### src/rtl/tx_gate_pkg.sv
package tx_gate_pkg;
  typedef enum logic [2:0] {
    ST_IDLE,
    ST_CHECK,
    ST_HDR,
    ST_HDR_END,
    ST_STREAM,
    ST_DRAIN,
    ST_DONE
  } gate_st_e;

  localparam logic [7:0] PRE_BYTE = 8'h55;
  localparam logic [7:0] SFD_BYTE = 8'hD5;
endpackage

### src/rtl/tx_gate_len_chk.sv
module tx_gate_len_chk #(
  parameter int CNT_W   = 16,
  parameter int MIN_LEN = 64,
  parameter int MAX_LEN = 1530
) (
  input  logic [CNT_W-1:0] cnt_i,
  output logic             ok_o
);
  localparam logic [CNT_W-1:0] MIN_V = CNT_W'(MIN_LEN);
  localparam logic [CNT_W-1:0] MAX_V = CNT_W'(MAX_LEN);

  assign ok_o = (cnt_i >= MIN_V) && (cnt_i <= MAX_V);
endmodule

### src/rtl/tx_gate_hdr_chk.sv
module tx_gate_hdr_chk
  import tx_gate_pkg::*;
#(
  parameter int HDR_LEN = 8,
  localparam int HIDX_W = $clog2(HDR_LEN)
) (
  input  logic              clk_i,
  input  logic              rst_ni,
  input  logic              clear_i,
  input  logic              rd_i,
  input  logic [HIDX_W-1:0] idx_i,
  input  logic [7:0]        byte_i,
  output logic              bad_o
);
  logic              rd_q;
  logic [HIDX_W-1:0] idx_q;
  logic              err_q;
  logic [7:0]        exp_byte;
  logic              cur_bad;

  // data for a read lands one cycle later; track which slot it is
  always_ff @(posedge clk_i or negedge rst_ni) begin
    if (!rst_ni) begin
      rd_q  <= 1'b0;
      idx_q <= '0;
    end else begin
      rd_q  <= rd_i;
      idx_q <= idx_i;
    end
  end

  assign exp_byte = (idx_q == HIDX_W'(HDR_LEN - 1)) ? SFD_BYTE : PRE_BYTE;
  assign cur_bad  = rd_q && (byte_i != exp_byte);

  always_ff @(posedge clk_i or negedge rst_ni) begin
    if (!rst_ni)      err_q <= 1'b0;
    else if (clear_i) err_q <= 1'b0;
    else if (cur_bad) err_q <= 1'b1;
  end

  // final byte still on the bus when the decision is taken
  assign bad_o = err_q | cur_bad;


  sticky_err_chk: assert property (@(posedge clk_i) disable iff (!rst_ni)
    (err_q && !clear_i) |=> bad_o);
endmodule

### src/rtl/tx_gate_seq.sv
module tx_gate_seq
  import tx_gate_pkg::*;
#(
  parameter int CNT_W   = 16,
  parameter int ADDR_W  = 11,
  parameter int HDR_LEN = 8,
  parameter int FCS_LEN = 4,
  localparam int HIDX_W = $clog2(HDR_LEN),
  localparam int OVH    = HDR_LEN + FCS_LEN
) (
  input  logic              clk_i,
  input  logic              rst_ni,
  input  logic              start_i,
  input  logic [CNT_W-1:0]  cnt_i,
  input  logic              len_ok_i,
  input  logic              hdr_bad_i,
  output logic              hdr_rd_o,
  output logic [HIDX_W-1:0] hdr_idx_o,
  output logic              buf_rd_en_o,
  output logic [ADDR_W-1:0] buf_addr_o,
  output logic              tx_valid_o,
  output logic              tx_last_o,
  output logic              clr_cnt_o,
  output logic              irq_o,
  output logic              idle_o
);
  gate_st_e          st_q, st_d;
  logic [CNT_W-1:0]  idx_q, idx_d;
  logic [CNT_W-1:0]  pay_len;
  logic              is_last;
  logic              vld_q, last_q;

  assign pay_len = cnt_i - CNT_W'(OVH);
  assign is_last = (st_q == ST_STREAM) && (idx_q == pay_len - CNT_W'(1));

  always_comb begin
    st_d  = st_q;
    idx_d = idx_q;
    unique case (st_q)
      ST_IDLE:    if (start_i) st_d = ST_CHECK;
      ST_CHECK: begin
        idx_d = '0;
        st_d  = len_ok_i ? ST_HDR : ST_DONE;
      end
      ST_HDR: begin
        idx_d = idx_q + CNT_W'(1);
        if (idx_q == CNT_W'(HDR_LEN - 1)) st_d = ST_HDR_END;
      end
      ST_HDR_END: begin
        idx_d = '0;
        st_d  = hdr_bad_i ? ST_DONE : ST_STREAM;
      end
      ST_STREAM: begin
        idx_d = idx_q + CNT_W'(1);
        if (is_last) st_d = ST_DRAIN;
      end
      ST_DRAIN:   st_d = ST_DONE;
      ST_DONE:    st_d = ST_IDLE;
      default:    st_d = ST_IDLE;
    endcase
  end

  always_ff @(posedge clk_i or negedge rst_ni) begin
    if (!rst_ni) begin
      st_q   <= ST_IDLE;
      idx_q  <= '0;
      vld_q  <= 1'b0;
      last_q <= 1'b0;
    end else begin
      st_q   <= st_d;
      idx_q  <= idx_d;
      vld_q  <= (st_q == ST_STREAM);
      last_q <= is_last;
    end
  end

  assign hdr_rd_o    = (st_q == ST_HDR);
  assign hdr_idx_o   = idx_q[HIDX_W-1:0];
  assign buf_rd_en_o = (st_q == ST_HDR) || (st_q == ST_STREAM);
  assign buf_addr_o  = (st_q == ST_STREAM) ? ADDR_W'(HDR_LEN) + idx_q[ADDR_W-1:0]
                                           : idx_q[ADDR_W-1:0];
  assign tx_valid_o  = vld_q;
  assign tx_last_o   = last_q;
  assign clr_cnt_o   = (st_q == ST_DRAIN);
  assign irq_o       = (st_q == ST_DONE);
  assign idle_o      = (st_q == ST_IDLE);


  clear_then_irq_chk: assert property (@(posedge clk_i) disable iff (!rst_ni)
    clr_cnt_o |=> irq_o);

  stream_reads_chk: assert property (@(posedge clk_i) disable iff (!rst_ni)
    (buf_rd_en_o && !hdr_rd_o) |=> tx_valid_o);
endmodule

### src/rtl/tx_frame_gate.sv
module tx_frame_gate
  import tx_gate_pkg::*;
#(
  parameter int CNT_W   = 16,
  parameter int ADDR_W  = 11,
  parameter int MIN_LEN = 64,
  parameter int MAX_LEN = 1530,
  parameter int HDR_LEN = 8,
  parameter int FCS_LEN = 4,
  localparam int HIDX_W = $clog2(HDR_LEN)
) (
  input  logic              clk_i,
  input  logic              rst_ni,
  input  logic              cnt_wr_i,
  input  logic [CNT_W-1:0]  cnt_wdata_i,
  output logic [CNT_W-1:0]  cnt_o,
  output logic              buf_rd_en_o,
  output logic [ADDR_W-1:0] buf_addr_o,
  input  logic [7:0]        buf_rdata_i,
  output logic [7:0]        tx_data_o,
  output logic              tx_valid_o,
  output logic              tx_last_o,
  output logic              irq_o
);
  logic [CNT_W-1:0]  cnt_q;
  logic              idle, clr_cnt, start, len_ok, hdr_bad, hdr_rd;
  logic [HIDX_W-1:0] hdr_idx;

  assign start = cnt_wr_i && idle && (cnt_wdata_i != '0);

  always_ff @(posedge clk_i or negedge rst_ni) begin
    if (!rst_ni)                cnt_q <= '0;
    else if (cnt_wr_i && idle)  cnt_q <= cnt_wdata_i;
    else if (clr_cnt)           cnt_q <= '0;
  end
  assign cnt_o = cnt_q;

  tx_gate_len_chk #(
    .CNT_W(CNT_W), .MIN_LEN(MIN_LEN), .MAX_LEN(MAX_LEN)
  ) u_len (
    .cnt_i(cnt_q), .ok_o(len_ok)
  );

  tx_gate_hdr_chk #(.HDR_LEN(HDR_LEN)) u_hdr (
    .clk_i(clk_i), .rst_ni(rst_ni), .clear_i(start),
    .rd_i(hdr_rd), .idx_i(hdr_idx), .byte_i(buf_rdata_i), .bad_o(hdr_bad)
  );

  tx_gate_seq #(
    .CNT_W(CNT_W), .ADDR_W(ADDR_W), .HDR_LEN(HDR_LEN), .FCS_LEN(FCS_LEN)
  ) u_seq (
    .clk_i(clk_i), .rst_ni(rst_ni), .start_i(start), .cnt_i(cnt_q),
    .len_ok_i(len_ok), .hdr_bad_i(hdr_bad), .hdr_rd_o(hdr_rd),
    .hdr_idx_o(hdr_idx), .buf_rd_en_o(buf_rd_en_o), .buf_addr_o(buf_addr_o),
    .tx_valid_o(tx_valid_o), .tx_last_o(tx_last_o), .clr_cnt_o(clr_cnt),
    .irq_o(irq_o), .idle_o(idle)
  );

  assign tx_data_o = buf_rdata_i;


  irq_once_chk: assert property (@(posedge clk_i) disable iff (!rst_ni)
    irq_o |=> !irq_o);

  last_has_valid_chk: assert property (@(posedge clk_i) disable iff (!rst_ni)
    tx_last_o |-> tx_valid_o);

  busy_write_ignored_chk: assert property (@(posedge clk_i) disable iff (!rst_ni)
    (cnt_wr_i && !idle && !clr_cnt) |=> $stable(cnt_o));

  stream_len_ok_chk: assert property (@(posedge clk_i) disable iff (!rst_ni)
    tx_valid_o |-> (cnt_o >= CNT_W'(MIN_LEN) && cnt_o <= CNT_W'(MAX_LEN)));

  zero_no_launch_chk: assert property (@(posedge clk_i) disable iff (!rst_ni)
    (cnt_wr_i && idle && cnt_wdata_i == '0) |=> (!buf_rd_en_o && !irq_o));
endmodule

### config.mk
export PLATFORM = sky130hd
export DESIGN_NAME = tx_frame_gate
export DESIGN_NICKNAME = d
export VERILOG_FILES = /design/src/rtl/tx_gate_pkg.sv /design/src/rtl/tx_gate_len_chk.sv /design/src/rtl/tx_gate_hdr_chk.sv /design/src/rtl/tx_gate_seq.sv /design/src/rtl/tx_frame_gate.sv
export SDC_FILE = /design/constraint.sdc
export NUM_CORES = 1
export LEC_CHECK = 0
export BUFFER_PORTS_ARGS = -buffer_cell sky130_fd_sc_hd__buf_2
export CAP_MARGIN = 20
export CORE_ASPECT_RATIO = 1.2
export CORE_MARGIN = 3
export CORE_UTILIZATION = 58
export CTS_CLUSTER_SIZE = 14
export DETAILED_ROUTE_END_ITERATION = 16
export PLACE_DENSITY = 0.92
export SETUP_SLACK_MARGIN = 0.15
export SYNTH_ARGS = -nofsm -noshare
export SYNTH_HDL_FRONTEND = slang
export SYNTH_HIERARCHICAL = 1
export SYNTH_SLANG_ARGS = --single-unit
### constraint.sdc
create_clock -name clk_i -period 5.92 [get_ports clk_i]
set_clock_uncertainty 0.1 [all_clocks]
set_input_delay 0.592 -clock clk_i [delete_from_list [all_inputs] [get_ports clk_i]]
set_output_delay 0.592 -clock clk_i [all_outputs]
set_load 0.01 [all_outputs]
==> flow_metrics.tcl, run 1 <==
set metrics [dict create \
    worst-path-buf-inv 1 \
    die_x_um 69.43 \
    grt_pass1_wl_um 11000 \
    required_ns 5.23 \
    fp.dieH_um 82.12 \
    slew_violations 0 \
    multi_input_area_sq_um 1511 \
    wl_um 6693 \
    worst-setup-path-type "reg -> out" \
    num_rows 27 \
    cts-root-buf "clkbuf_8" \
    synth_seq_cells 42 \
    wl_per_cell_um 15.71 \
    clk_latency_ns 0.30 \
    dieArea_sq_um 5701 \
    initial_core_util 0.6050 \
    slowest_delay_ns 0.47 \
    outcome "complete, no violations" \
    yosysWarnings 6 \
    max-vdd-ir-drop_mv 0.2444 \
    rrSetupSlack_ns 3.19 \
    rsz0062_at_grt "false" \
    antenna_found_initial 0 \
    viasPerCell 6.054 \
    h-tree-depth 2 \
    final_layout_size_suffix_gt1_frac 0.2310 \
    worstPathArrival_ns 2.10 \
    tns_ns 0 \
    sequentialPowerShare 0.368 \
    final_area_sq_um 3103 \
    drc 0 \
    grt_pass1_vias 2384 \
    globalRoute.totalOverflow 0 \
    finalSetupViolCount 0 \
    relSlewSlack 0.3851 \
    final-seq-area_sq_um 1051 \
    cts_resized 0 \
    busiest_layer "met2" \
    cts_setup_buffers 0 \
    clock_path_buffers 2 \
    syn_inst 327 \
    core_area_sq_um 4628 \
    seq_area_frac_synth 0.3753 \
    ctsHoldBuffers 0 \
    clkSinkCount 42 \
    clkPwrFrac 0.154 \
    period_needed_ns 2.796 \
    io_buffers 65 \
    mappedNetlistArea_sq_um 2800 \
    critPathSlowestCell "dfrtp_1" \
    tightest_slew_ns 0.9224 \
    internal_power_mw 0.7929 \
    dr.pass1.iters 4 \
    cellLeakagePower_nw 1.413 \
    timing.hold.ws_ns 0.3290 \
    cpLargestDelayFamily "simple AND/OR/NAND/NOR gates" \
    gr-usage-met2 0.4170 \
    area_growth_pct 10.81 \
    numCtsBuffers 5 \
    drtIter0Drc 268 \
    track_usage 0.2367 \
    start_kind "flip-flop" \
    drv_cap 0 \
    sw_frac_of_total 0.4527 \
    ant_nets 0 \
    utilization 0.6705 \
    power.density_nw_per_um2 466.9 \
    met1_usage 0.2919 \
    dpl.hpwl_um 4968 \
    clock.fmax_mhz 357.6 \
    path_clk_slew_ns 0.08 \
    fillCellCount 396 \
    finalHoldViolCount 0 \
    synth_cell_types 49 \
    finalCritPeriodShare 0.4723 \
    dpl_cell_area_sq_um 2994 \
    synth_area_per_cell_sq_um 8.563 \
    ioPinCount 66 \
    gp_congestion 0.9743 \
    cts_tree "built" \
    power_frac_comb 0.478 \
    nNetsFinal 397 \
    power.switching_mw 0.6559 \
    worstPathMaxFanout 9 \
    post-route-worst-setup-slack_ns 3.124 \
    path_cells "nand2b_1 -> nand2b_1 -> nor3_1 -> nand3_1 -> xnor2_1 -> buf_2" \
    grt_max_degree 43 \
    dr_total_vias 2579 \
    met3_usage 0.03874 \
    diodes 0 \
    synth_nets 357 \
    hold_path_class "in -> async" \
    cp-end-kind "output port" \
    crit_top_cell "nand2b_1" \
    pre_cts_slack_ns 3.217 \
]
-- flip-flops by register name, indices dropped and copies added (netlist names) --
name,cells
u_seq/tx_last_o,1
cnt_o,16
u_hdr/err_q,1
u_seq/tx_valid_o,1
u_seq/idx_q,16
u_seq/st_q,3
u_hdr/idx_q,3
u_hdr/rd_q,1
-- power by group through the flow --
stage	logic, mW	registers (mW)	clock network (mW)
after floorplan	0.543	0.511	0
after global routing	0.761	0.553	0.238
after detailed placement	0.683	0.538	0
after CTS	0.690	0.532	0.228
after global placement	0.666	0.530	0
final	0.692	0.534	0.223
-- stage by stage --
step / total power, mW / std cells
2_1_floorplan: 1.055 / 327
3_3_place_gp: 1.195 / 418
3_5_place_dp: 1.221 / 418
4_1_cts: 1.450 / 426
5_1_grt: 1.551 / 426
6_report: 1.449 / 426
-- layer usage --
layer,part of all wire,vias to the layer above
li1,-,1230
met1,0.41,1238
met2,0.51,98
met3,0.066,13
met4,0.017,0
met5,0,-
-- layout make-up --
type	instances	area share
Clock inverter	3	0.01290
Multi-Input combinational cell	245	0.4871
Tap cell	58	0.02339
Clock buffer	5	0.02218
Timing Repair Buffer	66	0.1073
Sequential cell	42	0.3387
Inverter	7	0.008468
-- cells in the mapped netlist (all sizes together) --
| master | n | area, sq um |
|---|---|---|
| dfrtp | 42 | 1051 |
| o21ai | 36 | 183.9 |
| nand3 | 32 | 160.2 |
| nand2 | 28 | 121.4 |
| buf | 22 | 170.2 |
| nand2b | 21 | 131.4 |
| nor2 | 19 | 71.32 |
| xnor2 | 19 | 166.4 |
| nor3 | 13 | 75.07 |
| nor4 | 12 | 96.34 |
| clkbuf | 11 | 41.29 |
| a21oi | 10 | 53.80 |
| xor2 | 9 | 78.83 |
| inv | 7 | 26.27 |
| nand4 | 5 | 31.28 |
| and3 | 4 | 25.02 |
| or4 | 4 | 30.03 |
| ha | 3 | 37.54 |
| nand3b | 3 | 22.52 |
| o41ai | 3 | 26.28 |
| a31oi | 2 | 12.51 |
| and2 | 2 | 15.02 |
| nand4b | 2 | 17.52 |
| nor3b | 2 | 15.01 |
| o211ai | 2 | 15.01 |
| o311ai | 2 | 17.52 |
| a211oi | 1 | 12.51 |
| a21bo | 1 | 10.01 |
| a31o | 1 | 8.760 |
| a41oi | 1 | 8.760 |
| mux2i | 1 | 10.01 |
| nor2b | 1 | 6.260 |
| o211a | 1 | 10.01 |
| o22ai | 1 | 6.260 |
| o311a | 1 | 10.01 |
| o32ai | 1 | 8.760 |
| or3 | 1 | 6.260 |
| or4b | 1 | 10.01 |
-- final timing paths --
path	from	end	depth (start not counted)
hold reg to reg	u_seq/idx_q[15]$_DFFE_PN0P_	u_seq/idx_q[15]$_DFFE_PN0P_	1
setup reg to reg	cnt_o[0]$_DFFE_PN0P_	u_seq/st_q[0]$_DFFE_PN0P_	9
max in group asynchronous	rst_ni	u_hdr/rd_q$_DFF_PN0_	1
setup / recovery	u_seq/st_q[1]$_DFFE_PN0P_	buf_addr_o[10]	6
hold / removal	rst_ni	u_seq/idx_q[8]$_DFFE_PN0P_	1
min in group clk_i	u_seq/idx_q[15]$_DFFE_PN0P_	u_seq/idx_q[15]$_DFFE_PN0P_	1
-- cells in the final DEF (no fill, tap or decap), types with 2 or more instances in the layout --
cell      instances
a31oi_1           2
a21oi_1           9
inv_1             6
nor4_1           10
clkinv_2          2
nor3_1           11
xor2_1            9
or4_1             4
nand3b_1          3
ha_1              3
o311ai_0          2
nor3b_1           2
dfrtp_1          42
nand4_1           5
nor2_1           19
clkbuf_8          5
nand2_1          27
o41ai_1           3
nor3_2            2
and3_1            4
o211ai_1          2
o21ai_0          20
buf_2            65
nand3_1          32
xnor2_1          19
nand4b_1          2
o21ai_1          15
nand2b_1         21
-- cells by family after synthesis --
group           count (synthesis)  synth area share
compound gates                 63            0.1372
xor+xnor                       28           0.08758
fa+ha+maj                       3           0.01341
buf+inv                        40           0.08489
flops                          42            0.3753
mux                             1          0.003575
simple gates                  150            0.2980
(Power assumes the default switching activity.)
==> inputs of run 2 (changes only) <==
CORE_UTILIZATION = 54   (was 58)
PLACE_DENSITY = 0.87   (was 0.92)
clock period = 2.7 ns   (was 5.92 ns; I/O delays follow)
==> run 2 against run 1 <==
Core utilization decreased by 2.1 points. Flip-flop and latch count unchanged. Die area increased by 6.8%. Final area increased by 4.1%. Register-to-register slack got worse by 3.1 ns. Worst setup slack got worse by 3.0 ns. Global-route usage decreased by 0.47 points. Combinational power increased to 2.6 times the previous value. Non-clock buffer count increased by 13. Clock power increased by 74%. Total power increased by 130%. Critical endpoint is now u_seq/st_q[0]$_DFFE_PN0P_.
==> flow_metrics.tcl, run 2 (synthesis results as in run 1) <==
set metrics [dict create \
    cp-end-kind "flip-flop" \
    relSlewSlack 0.3963 \
    final_cell_mix "buf_2 (65), dfrtp_1 (39), nand3_1 (31)" \
    cp-endpoint "u_seq/st_q[0]$_DFFE_PN0P_" \
    h-tree-depth 2 \
    grt_max_degree 43 \
    rsz0062_at_grt "true" \
    dr_total_vias 2651 \
    clock_path_buffers 2 \
    cts_tree "built" \
    finalHoldViolCount 0 \
    clock.fmax_mhz 384.6 \
    globalRoute.totalOverflow 0 \
    clk_latency_ns 0.29 \
    power.density_nw_per_um2 1022 \
    viasPerCell 6.025 \
    ctsHoldBuffers 0 \
    ant_nets 0 \
    start_kind "flip-flop" \
    grt_pass1_vias 2401 \
    hold_path_class "in -> async" \
    power_mw 3.302 \
    wl_per_cell_um 15.86 \
    die_x_um 71.74 \
    outcome "complete, no violations" \
    path_clk_slew_ns 0.08 \
    drtIter0Drc 254 \
    r2r_end "u_seq/st_q[0]$_DFFE_PN0P_" \
    nNetsFinal 410 \
    drv_cap 0 \
    worstPathArrival_ns 2.72 \
    clkSinkCount 42 \
    numCtsBuffers 5 \
    dr.pass1.iters 7 \
    diodes 0 \
    rrSetupSlack_ns 0.1 \
    r2r-start "cnt_o[1]$_DFFE_PN0P_" \
    tns_ns 0 \
    cts-root-buf "clkbuf_8" \
    cellLeakagePower_nw 1.468 \
    tightest_slew_ns 0.9055 \
    fillCellCount 434 \
    track_usage 0.2320 \
    gp_congestion 0.9630 \
    final_common_cell "buf_2" \
    final_layout_size_suffix_gt1_frac 0.2921 \
    drc 0 \
    top_regs "cnt_o x16, u_seq/idx_q x16" \
    wl_um 6979 \
    slew_violations 0 \
    io_buffers 65 \
    antenna_found_initial 0 \
    finalCritPeriodShare 0.9630 \
    ioPinCount 66 \
    worst-setup-path-type "reg -> reg" \
    core_area_sq_um 4975 \
    period_needed_ns 2.600 \
    grt_pass1_wl_um 11300 \
    reg2reg_depth 7 \
    crit_start "cnt_o[1]$_DFFE_PN0P_" \
    worstPathMaxFanout 4 \
    initial_core_util 0.5629 \
    dieArea_sq_um 6089 \
    max-vdd-ir-drop_mv 0.6126 \
    fp.dieH_um 84.89 \
    num_rows 28 \
    finalSetupViolCount 0 \
    required_ns 2.82 \
    area_growth_pct 15.37 \
    dpl.hpwl_um 5185 \
]
==> run 2: layout make-up <==
| class | count | area [sq um] | share of cell area |
|---|---|---|---|
| clock buffers | 5 | 68.82 | 0.02130 |
| clock inverters | 2 | 10.01 | 0.003098 |
| inverters | 7 | 26.28 | 0.008133 |
| multi-input cells | 245 | 1565 | 0.4845 |
| flip-flops and latches | 42 | 1055 | 0.3265 |
| well taps | 60 | 75.07 | 0.02324 |
| repair buffers | 79 | 430.4 | 0.1332 |
==> run 2: worst min-delay path by stage <==
stage / cells past startpoint / slack, ns / end / start
2_1_floorplan: 0 / -0.13 / cnt_o[0]$_DFFE_PN0P_ / rst_ni
3_3_place_gp: 1 / 0.33 / u_seq/idx_q[9]$_DFFE_PN0P_ / rst_ni
3_5_place_dp: 1 / 0.35 / u_seq/idx_q[10]$_DFFE_PN0P_ / rst_ni
4_1_cts: 1 / 0.04 / u_seq/tx_last_o$_DFF_PN0_ / rst_ni
5_1_grt: 1 / 0.09 / cnt_o[1]$_DFFE_PN0P_ / rst_ni
6_report: 1 / 0.005 / u_seq/idx_q[10]$_DFFE_PN0P_ / rst_ni
==> run 2: worst max-delay path: stages (launching register included) <==
cell	delay (ns)
dfrtp_1	0.41
o211a_1	0.27
nand3b_1	0.28
nor3_2	0.20
a21oi_1	0.11
or4_1	0.53
or4_4	0.50
a21oi_2	0.14
==> run 2: where the power goes <==
group          internal [mW]  switching, mW  leakage, nW
Sequential             0.823          0.276        0.548
Clock                  0.174          0.214       0.0438
Combinational          0.786           1.03        0.876
Total                   1.78           1.52         1.47
==> run 2: repair_timing <==
| item | in CTS | in global routing |
|---|---|---|
| pin swaps | 3 | 1 |
| endpoints found under the hold margin | 0 | 0 |
| resized for setup | 7 | 8 |
| setup endpoints to repair | 2 | 4 |
| buffers inserted | 2 | 1 |
==> run 2: per-layer routing <==
layer | global-route usage | vias up | part of all wire
met4 | 0.07863 | 0 | 0.019
li1 | - | 1261 | -
met5 | 0 | - | 0
met1 | 0.2869 | 1256 | 0.39
met3 | 0.04147 | 15 | 0.068
met2 | 0.4038 | 119 | 0.52
==> run 2: per-stage QoR <==
stage / worst slack, ns / hold slack, ns / instance area (sq um) / utilization / instances
after floorplan: 0.1738 / -0.1256 / 2801 / - / 327
after global placement: 0.1626 / 0.3342 / 3073 / 0.6177 / 430
after detailed placement: 0.09666 / 0.3534 / 3073 / 0.6177 / 430
after CTS: 0.1659 / 0.04006 / 3192 / 0.6416 / 439
after global routing: 0.06588 / 0.09051 / 3231 / 0.6494 / 440
final: 0.09978 / 0.005467 / 3231 / 0.6494 / 440
